**config.mk**
```make
export PLATFORM = sky130hd
export DESIGN_NAME = ppa_adder
export DESIGN_NICKNAME = d
export VERILOG_FILES = /design/src/rtl/ppa_pkg.sv /design/src/rtl/ppa_merge_cell.sv /design/src/rtl/ppa_prefix_tree.sv /design/src/rtl/ppa_adder.sv
export SDC_FILE = /design/constraint.sdc
export NUM_CORES = 1
export LEC_CHECK = 0
export ABC_AREA = 1
export BUFFER_PORTS_ARGS = -buffer_cell sky130_fd_sc_hd__buf_4
export CAP_MARGIN = 20
export CORE_ASPECT_RATIO = 0.8
export CORE_MARGIN = 8
export CORE_UTILIZATION = 41
export DETAILED_ROUTE_END_ITERATION = 6
export PLACE_DENSITY = 0.78
export RECOVER_POWER = 25
export SLEW_MARGIN = 20
export SYNTH_ARGS = -nofsm -noshare
export SYNTH_HDL_FRONTEND = slang
export SYNTH_SLANG_ARGS = --single-unit
export TNS_END_PERCENT = 1
```
**constraint.sdc**
```tcl
create_clock -name vclk -period 1.7
set_input_delay 0.085 -clock vclk [all_inputs]
set_output_delay 0.085 -clock vclk [all_outputs]
set_load 0.1 [all_outputs]
```
**src/rtl/ppa_pkg.sv**
```systemverilog
package ppa_pkg;

    // Carry behaviour of one bit or of a contiguous span of bits.
    typedef struct packed {
        logic mk;   // span creates a carry by itself
        logic pt;   // span passes an incoming carry through
    } span_t;

    // Merge a lower span with the span directly above it.
    function automatic span_t span_merge(input span_t lower, input span_t upper);
        span_t r;
        r.mk = upper.mk | (lower.mk & upper.pt);
        r.pt = upper.pt & lower.pt;
        return r;
    endfunction

endpackage

```
**src/rtl/ppa_merge_cell.sv**
```systemverilog
module ppa_merge_cell
    import ppa_pkg::*;
(
    input  span_t lower_i,
    input  span_t upper_i,
    output span_t joint_o
);

    always_comb begin
        joint_o = span_merge(lower_i, upper_i);
    end

    // A span cannot both create and pass a carry when its parts cannot.
    always_comb begin
        if (!(lower_i.mk && lower_i.pt) && !(upper_i.mk && upper_i.pt)) begin
            AST_SPAN_EXCLUSIVE: assert (!(joint_o.mk && joint_o.pt));
        end
    end

endmodule

```
**src/rtl/ppa_prefix_tree.sv**
```systemverilog
module ppa_prefix_tree
    import ppa_pkg::*;
#(
    parameter int W = 16
) (
    input  span_t [W-1:0] leaf_i,
    output span_t [W-1:0] pref_o
);

    generate
        if (W == 1) begin : g_leaf
            assign pref_o = leaf_i;
        end else begin : g_split
            localparam int LO = W / 2;
            localparam int HI = W - LO;

            span_t [LO-1:0] lo_pref;
            span_t [HI-1:0] hi_pref;
            span_t [HI-1:0] mixed;

            ppa_prefix_tree #(.W(LO)) u_lower (
                .leaf_i (leaf_i[LO-1:0]),
                .pref_o (lo_pref)
            );

            ppa_prefix_tree #(.W(HI)) u_upper (
                .leaf_i (leaf_i[W-1:LO]),
                .pref_o (hi_pref)
            );

            // Fan the lower half's full-span result into every upper position.
            for (genvar j = 0; j < HI; j++) begin : g_fan
                ppa_merge_cell u_mix (
                    .lower_i (lo_pref[LO-1]),
                    .upper_i (hi_pref[j]),
                    .joint_o (mixed[j])
                );
            end

            assign pref_o = {mixed, lo_pref};
        end
    endgenerate

    // Cross-check the tree against a serial walk over the leaves.
    always_comb begin
        logic run_pt;
        logic run_mk;
        run_pt = 1'b1;
        run_mk = 1'b0;
        for (int k = 0; k < W; k++) begin
            run_mk = leaf_i[k].mk | (leaf_i[k].pt & run_mk);
            run_pt = run_pt & leaf_i[k].pt;
            AST_PREFIX_PASS: assert (pref_o[k].pt == run_pt);
            AST_PREFIX_MAKE: assert (pref_o[k].mk == run_mk);
        end
    end

endmodule

```
**src/rtl/ppa_adder.sv**
```systemverilog
module ppa_adder
    import ppa_pkg::*;
#(
    parameter int W = 16
) (
    input  logic [W-1:0] a_i,
    input  logic [W-1:0] b_i,
    output logic [W-1:0] sum_o,
    output logic         cout_o
);

    localparam int TOP = W - 1;

    typedef struct packed {
        logic [W-1:0] sum;
        logic         cout;
    } result_t;

    span_t [W-1:0] leaf;
    span_t [W-1:0] pref;
    result_t       res_d;

    // Per-bit classification.
    always_comb begin
        for (int i = 0; i < W; i++) begin
            leaf[i].mk = a_i[i] & b_i[i];
            leaf[i].pt = a_i[i] ^ b_i[i];
        end
    end

    ppa_prefix_tree #(.W(W)) u_tree (
        .leaf_i (leaf),
        .pref_o (pref)
    );

    // Carry out of bit i is the create flag of span 0..i (no carry in).
    always_comb begin
        res_d.sum[0] = leaf[0].pt;
        for (int i = 1; i < W; i++) begin
            res_d.sum[i] = leaf[i].pt ^ pref[i-1].mk;
        end
        res_d.cout = pref[TOP].mk;
    end

    assign sum_o  = res_d.sum;
    assign cout_o = res_d.cout;

    always_comb begin
        AST_SUM_ARITH: assert ({cout_o, sum_o} == ({1'b0, a_i} + {1'b0, b_i}));
        AST_LSB_XOR:   assert (sum_o[0] == (a_i[0] ^ b_i[0]));
        if (a_i[TOP] && b_i[TOP]) begin
            AST_COUT_MAKE: assert (cout_o);
        end
        if (!a_i[TOP] && !b_i[TOP]) begin
            AST_COUT_KILL: assert (!cout_o);
        end
        if (b_i == '0) begin
            AST_ZERO_ADD: assert (sum_o == a_i && !cout_o);
        end
    end

endmodule

```
---- Word level (Yosys, flattened, before mapping) ----
Index checks and enable logic that the tools add are counted.
operators by class
  bitwise logic cells ..................... 128
operators by type and width
  operator          count
  1-bit AND         65
  1-bit bitwise OR  32
  1-bit XOR         31
storage, ports and cells
  output and inout bits ................... 17
  input port bits ......................... 32
  flip-flop bits (word level) ............. 0
  logic and storage cells ................. 128

---- Depth between registers and ports, before layout ----
  depth in word-level cells ............... 10
  mapped depth ............................ 12
  mapped depth without buffers ............ 12

---- Modules after synthesis ----
A second synthesis with hierarchy kept.
unflattened totals
  cells, all modules ...................... 284
  area, all modules ....................... 1330.0 um^2
modules (own cells, without submodules)
  module                                                                                         area each (um^2)  times used  cells each  seq. area each (um^2)
  ppa_merge_cell                                                                                 18.8              32          5           0.0
  ppa_adder                                                                                      489.2             1           92          0.0
  ppa_prefix_tree at u_tree.g_split.u_lower.g_split.u_lower.g_split.u_lower.g_split.u_lower ...  15.0              16          2           0.0

---- Worst setup path after synthesis ----
No wires, ideal clock.
  path type ............................... input port to output port
  start point ............................. input port a_i[0]
  end point ............................... output port sum_o[9]
  stages .................................. 11
  path buffers ............................ 0
  slack ................................... -1.410 ns
  required time ........................... 1.615 ns
  arrival ................................. 3.025 ns
  cell sequence ........................... ha_1 > inv_1 > fa_1 > inv_1 > nand3_1 > nand2_1 > nand2_1 > nand2_4 > inv_1 > fa_1 > xnor2_1
between the ends
  longest elaborated chain between the ends .. 10
RTL lines
  item                line             source
  start: declaration  ppa_adder.sv:6   input logic [W-1:0] a_i,
  1-bit AND           ppa_adder.sv:26  leaf[i].mk = a_i[i] & b_i[i];
  1-bit AND           -
  1-bit bitwise OR    -
  1-bit AND           ppa_pkg.sv:12    r.mk = upper.mk | (lower.mk & upper.pt);
  1-bit bitwise OR    ppa_pkg.sv:12
  1-bit AND           ppa_pkg.sv:12
  1-bit bitwise OR    ppa_pkg.sv:12
  1-bit AND           ppa_pkg.sv:12
  1-bit bitwise OR    ppa_pkg.sv:12
  1-bit XOR           ppa_adder.sv:40  res_d.sum[i] = leaf[i].pt ^ pref[i-1].mk;
  end: declaration    ppa_adder.sv:8   output logic [W-1:0] sum_o,
Every way passes these cells.

---- Final worst setup path ----
  start point ............................. input port b_i[0]
  end point ............................... output port sum_o[8]
between the ends
  longest elaborated chain between the ends .. 8
RTL lines
  item                line             source
  start: declaration  ppa_adder.sv:7   input logic [W-1:0] b_i,
  1-bit AND           ppa_adder.sv:26
  1-bit AND           -
  1-bit bitwise OR    -
  1-bit AND           ppa_pkg.sv:12
  1-bit bitwise OR    ppa_pkg.sv:12
  1-bit AND           ppa_pkg.sv:12
  1-bit bitwise OR    ppa_pkg.sv:12
  1-bit XOR           ppa_adder.sv:40
Every way passes these cells.

==> report_table.html <==
<table>
<tr><th>Metric</th><th>Value</th></tr>
<tr><th colspan="2">Outcome</th></tr>
<tr><td>Outcome</td><td>finished with violations</td></tr>
<tr><td>Failing checks</td><td>negative setup slack</td></tr>
<tr><th colspan="2">Timing</th></tr>
<tr><td>Final-report max-slew violation count</td><td>0</td></tr>
<tr><td>Worst slew margin relative to its limit</td><td>0.2231</td></tr>
<tr><td>Transition time at the pin with the least slew margin</td><td>1170 ps</td></tr>
<tr><td>Setup violators final</td><td>11</td></tr>
<tr><td>Fin Hold WS</td><td>670.7 ps</td></tr>
<tr><td>Final critical-path required period</td><td>1933 ps</td></tr>
<tr><td>Count of endpoints failing hold in the final timing report</td><td>0</td></tr>
<tr><td>Final critical-path share of the clock period</td><td>1.137</td></tr>
<tr><td>RSZ-0062 raised after global routing</td><td>true</td></tr>
<tr><td>Setup slack of the critical path after layout</td><td>-233.5 ps</td></tr>
<tr><td>Setup_tns</td><td>-894.5 ps</td></tr>
<tr><td>Maximum clock frequency</td><td>517.2 MHz</td></tr>
<tr><th colspan="2">Worst setup path</th></tr>
<tr><td>Cell at the slowest stage of the critical path</td><td>sky130_fd_sc_hd__fa_2</td></tr>
<tr><td>Largest driver fanout on the critical path</td><td>3</td></tr>
<tr><td>Category of the most critical setup path</td><td>in2out</td></tr>
<tr><td>Element type at the critical path start</td><td>input port</td></tr>
<tr><td>Worst path top cell family by delay</td><td>adder cells</td></tr>
<tr><td>Element type at the critical path end</td><td>output pin</td></tr>
<tr><td>Critical Path Most Common Cell</td><td>sky130_fd_sc_hd__inv_2</td></tr>
<tr><td>Critical path depth in cells</td><td>13</td></tr>
<tr><td>CP bufs+invs</td><td>6</td></tr>
<tr><td>Start point of the critical path</td><td>b_i[0]</td></tr>
<tr><td>Max incr delay on CP</td><td>540 ps</td></tr>
<tr><td>Data required, critical path</td><td>1620 ps</td></tr>
<tr><td>Cells traversed along the worst timing path</td><td>buf_6, ha_4, inv_2, fa_2, inv_2, nand3_2, nand2_2, nand2_2, nand2_4, inv_2, fa_2, clkinvlp_4, buf_12</td></tr>
<tr><td>Critical path data arrival time</td><td>1850 ps</td></tr>
<tr><th colspan="2">Yosys</th></tr>
<tr><td>Biggest area contributors in the synthesized netlist</td><td>sky130_fd_sc_hd__ha_1 (24%), sky130_fd_sc_hd__nand2_1 (22%), sky130_fd_sc_hd__inv_1 (18%)</td></tr>
<tr><td>Sequential area share after synthesis</td><td>0</td></tr>
<tr><td>Per-instance average area after synthesis</td><td>5.644 um^2</td></tr>
<tr><td>Gate count after technology mapping</td><td>137</td></tr>
<tr><td>Synth cell types</td><td>12</td></tr>
<tr><td>Most used standard cell by instance count after synthesis</td><td>sky130_fd_sc_hd__nand2_1</td></tr>
<tr><td>Post-synthesis cell type with the largest combined area</td><td>sky130_fd_sc_hd__ha_1</td></tr>
<tr><td>List of most frequent post-synthesis cells</td><td>sky130_fd_sc_hd__nand2_1 (46), sky130_fd_sc_hd__inv_1 (38), sky130_fd_sc_hd__ha_1 (15)</td></tr>
<tr><td>Post-Syn Area</td><td>773.2 um^2</td></tr>
<tr><td>Portion of synthesized cell area occupied by the leading cell type</td><td>0.2427</td></tr>
<tr><td>Count of synthesis-stage warnings from yosys</td><td>0</td></tr>
<tr><td>Net count after synthesis</td><td>188</td></tr>
<tr><th colspan="2">Final layout</th></tr>
<tr><td>Clock buffers</td><td>0</td></tr>
<tr><td>Number of fill cells</td><td>127</td></tr>
<tr><td>Count of nets after finishing</td><td>246</td></tr>
<tr><td>Flip-flop and latch count</td><td>0</td></tr>
<tr><td>Layout overhead on the synthesized area</td><td>93.69%</td></tr>
<tr><td>Final core occ</td><td>0.8221</td></tr>
<tr><td>Number of antenna repair diodes</td><td>0</td></tr>
<tr><td>Multi-input logic area</td><td>740.7 um^2</td></tr>
<tr><td>Ratio of cells with drive above 1 in the final layout</td><td>0.4301</td></tr>
<tr><td>Storage element area</td><td>0 um^2</td></tr>
<tr><th colspan="2">Power</th></tr>
<tr><td>NetSw</td><td>0.8168 mW</td></tr>
<tr><td>Power density cells</td><td>835.0 nW/um^2</td></tr>
<tr><td>Share of total power in sequential cells</td><td>0</td></tr>
<tr><td>Comb pwr share</td><td>1.000</td></tr>
<tr><td>Power after layout</td><td>1.251 mW</td></tr>
<tr><td>Net switching fraction of the power</td><td>0.6532</td></tr>
<tr><td>Static Leakage</td><td>0.8799 nW</td></tr>
<tr><td>Worst supply voltage drop on vdd</td><td>577.6 uV</td></tr>
<tr><td>Portion of total power attributed to the clock network</td><td>0</td></tr>
<tr><td>Total internal power</td><td>0.4337 mW</td></tr>
<tr><th colspan="2">Global routing</th></tr>
<tr><td>Via count of the first global-routing pass</td><td>1,068</td></tr>
<tr><td>Wire length of the first global-routing pass</td><td>4.250 mm</td></tr>
<tr><td>Number of antenna violations at the first check in global routing</td><td>0</td></tr>
<tr><td>Residual overflow from global routing</td><td>0</td></tr>
<tr><td>Largest net degree at the start of global routing</td><td>7</td></tr>
<tr><td>Total routing usage reported by global routing</td><td>0.1448</td></tr>
<tr><th colspan="2">Hold path</th></tr>
<tr><td>Min-Delay Endpoint</td><td>cout_o</td></tr>
<tr><td>Hold Path Cell Cnt</td><td>5</td></tr>
<tr><td>Startpoint of the most critical hold path</td><td>b_i[15]</td></tr>
<tr><td>Class of the tightest hold or removal check</td><td>in2out</td></tr>
<tr><th colspan="2">Route</th></tr>
<tr><td>Per-cell routed wire length</td><td>12.14 um</td></tr>
<tr><td>Via Count</td><td>1,004</td></tr>
<tr><td>Detailed-routing iteration count for the pre-antenna-repair pass</td><td>4</td></tr>
<tr><td>Antenna-violating nets left</td><td>0</td></tr>
<tr><td>DRC violation total after the first TritonRoute iteration</td><td>17</td></tr>
<tr><td>Total length of routed wires</td><td>2.634 mm</td></tr>
<tr><td>DR vias/cell</td><td>4.627</td></tr>
<tr><td># DRC</td><td>0</td></tr>
<tr><th colspan="2">Floorplan</th></tr>
<tr><td>Starting Density</td><td>0.4245</td></tr>
<tr><td>Placeable core area</td><td>1822 um^2</td></tr>
<tr><td>Vertical extent of the die</td><td>54.84 um</td></tr>
<tr><td>Number of placement rows</td><td>14</td></tr>
<tr><td>Top-level I/O count</td><td>49</td></tr>
<tr><td>Die area</td><td>3540 um^2</td></tr>
<tr><td>Overall die width</td><td>64.56 um</td></tr>
<tr><th colspan="2">Clock network</th></tr>
<tr><td>Post-cts hold buffer count</td><td>0</td></tr>
<tr><th colspan="2">Job</th></tr>
<tr><td>Maximum Capacitance Violations</td><td>0</td></tr>
<tr><th colspan="2">Placed design</th></tr>
<tr><td>Setup slack at placement</td><td>-349.4 ps</td></tr>
<tr><td>Estimated wirelength of the detail-placed design</td><td>2.102 mm</td></tr>
<tr><td>Port-buffer cells</td><td>49</td></tr>
<tr><td>Final weighted congestion of routability-driven global placement</td><td>0.8163</td></tr>
</table>
-- worst max path at each step --
stage                    end  slack [ps]
floorplan           sum_o[9]        -370
global placement    sum_o[8]        -320
detailed placement  sum_o[8]        -350
CTS                 sum_o[8]        -210
global route        sum_o[8]        -300
finish              sum_o[8]        -230
-- power groups by stage --
stage               combinational (mW)  clock (mW)  sequential [mW]
floorplan                        0.817           0                0
global placement                  1.04           0                0
detailed placement                1.05           0                0
CTS                               1.23           0                0
global route                      1.31           0                0
finish                            1.25           0                0
-- cell families (layout without fill, tap and decap cells) --
kind of cell / Yosys count / count (layout) / share of synthesized area
xor gates and xnor gates: 4 / 4 / 0.04532
adders and majority gates: 19 / 19 / 0.3463
AOI/OAI and AO/OA: 9 / 9 / 0.06311
buffers and inverters: 38 / 94 / 0.1845
and+or+nand+nor: 67 / 67 / 0.3608
-- tightest hold or removal path, delay by kind of cell --
family | cells | cell delay (ps)
AND/OR/NAND/NOR | 1 | 80
adder cells (fa/ha/maj) | 1 | 120
AO/OA/AOI/OAI | 1 | 50
buffers and inverters | 2 | 250
-- stage by stage --
stage | area [um^2] | cells
floorplan | 852.1 | 137
global placement | 1295 | 216
detailed placement | 1295 | 216
CTS | 1483 | 217
global route | 1498 | 217
finish | 1498 | 217
-- cell usage in the layout, fill, tap and decap left out --
cell | synthesis | final
sky130_fd_sc_hd__nand2_1 | 46 | 39
sky130_fd_sc_hd__buf_4 | 0 | 38
sky130_fd_sc_hd__inv_1 | 38 | 34
sky130_fd_sc_hd__ha_1 | 15 | 13
sky130_fd_sc_hd__nand2_2 | 4 | 11
sky130_fd_sc_hd__buf_12 | 0 | 11
sky130_fd_sc_hd__a21oi_1 | 8 | 8
sky130_fd_sc_hd__nor2_1 | 8 | 7
sky130_fd_sc_hd__nand3_1 | 8 | 7
sky130_fd_sc_hd__buf_6 | 0 | 5
sky130_fd_sc_hd__inv_2 | 0 | 3
sky130_fd_sc_hd__fa_2 | 0 | 3
sky130_fd_sc_hd__xnor2_4 | 0 | 2
sky130_fd_sc_hd__ha_4 | 0 | 2
sky130_fd_sc_hd__clkinvlp_4 | 0 | 1
sky130_fd_sc_hd__nand3_2 | 0 | 1
sky130_fd_sc_hd__a21oi_2 | 1 | 1
sky130_fd_sc_hd__nand2_4 | 1 | 1
sky130_fd_sc_hd__nor2_2 | 0 | 1
sky130_fd_sc_hd__xor2_2 | 0 | 1
sky130_fd_sc_hd__xnor2_2 | 0 | 1
sky130_fd_sc_hd__fa_1 | 4 | 1
sky130_fd_sc_hd__clkbuf_1 | 0 | 1
sky130_fd_sc_hd__buf_8 | 0 | 1
-- metal layers --
| metal | up-vias | global-route usage | share of wire |
|---|---|---|---|
| met5 | - | 0 | 0 |
| met4 | 0 | 0.03971 | 0.014 |
| met3 | 4 | 0.03476 | 0.057 |
| met2 | 29 | 0.3311 | 0.59 |
| met1 | 451 | 0.1220 | 0.34 |
| li1 | 520 | - | - |
-- area by class of cell --
type	count	area share
multi-input cells	99	0.4946
repair buffers	56	0.3876
inverters	38	0.09774
well taps	24	0.02005
-- what timing repair did --
item | CTS | global route
setup buffers | 1 | 0
endpoints found under the setup margin | 15 | 15
pin swaps | 5 | 0
gates resized for setup | 45 | 5
No activity file was read; power rests on OpenSTA's default activity.
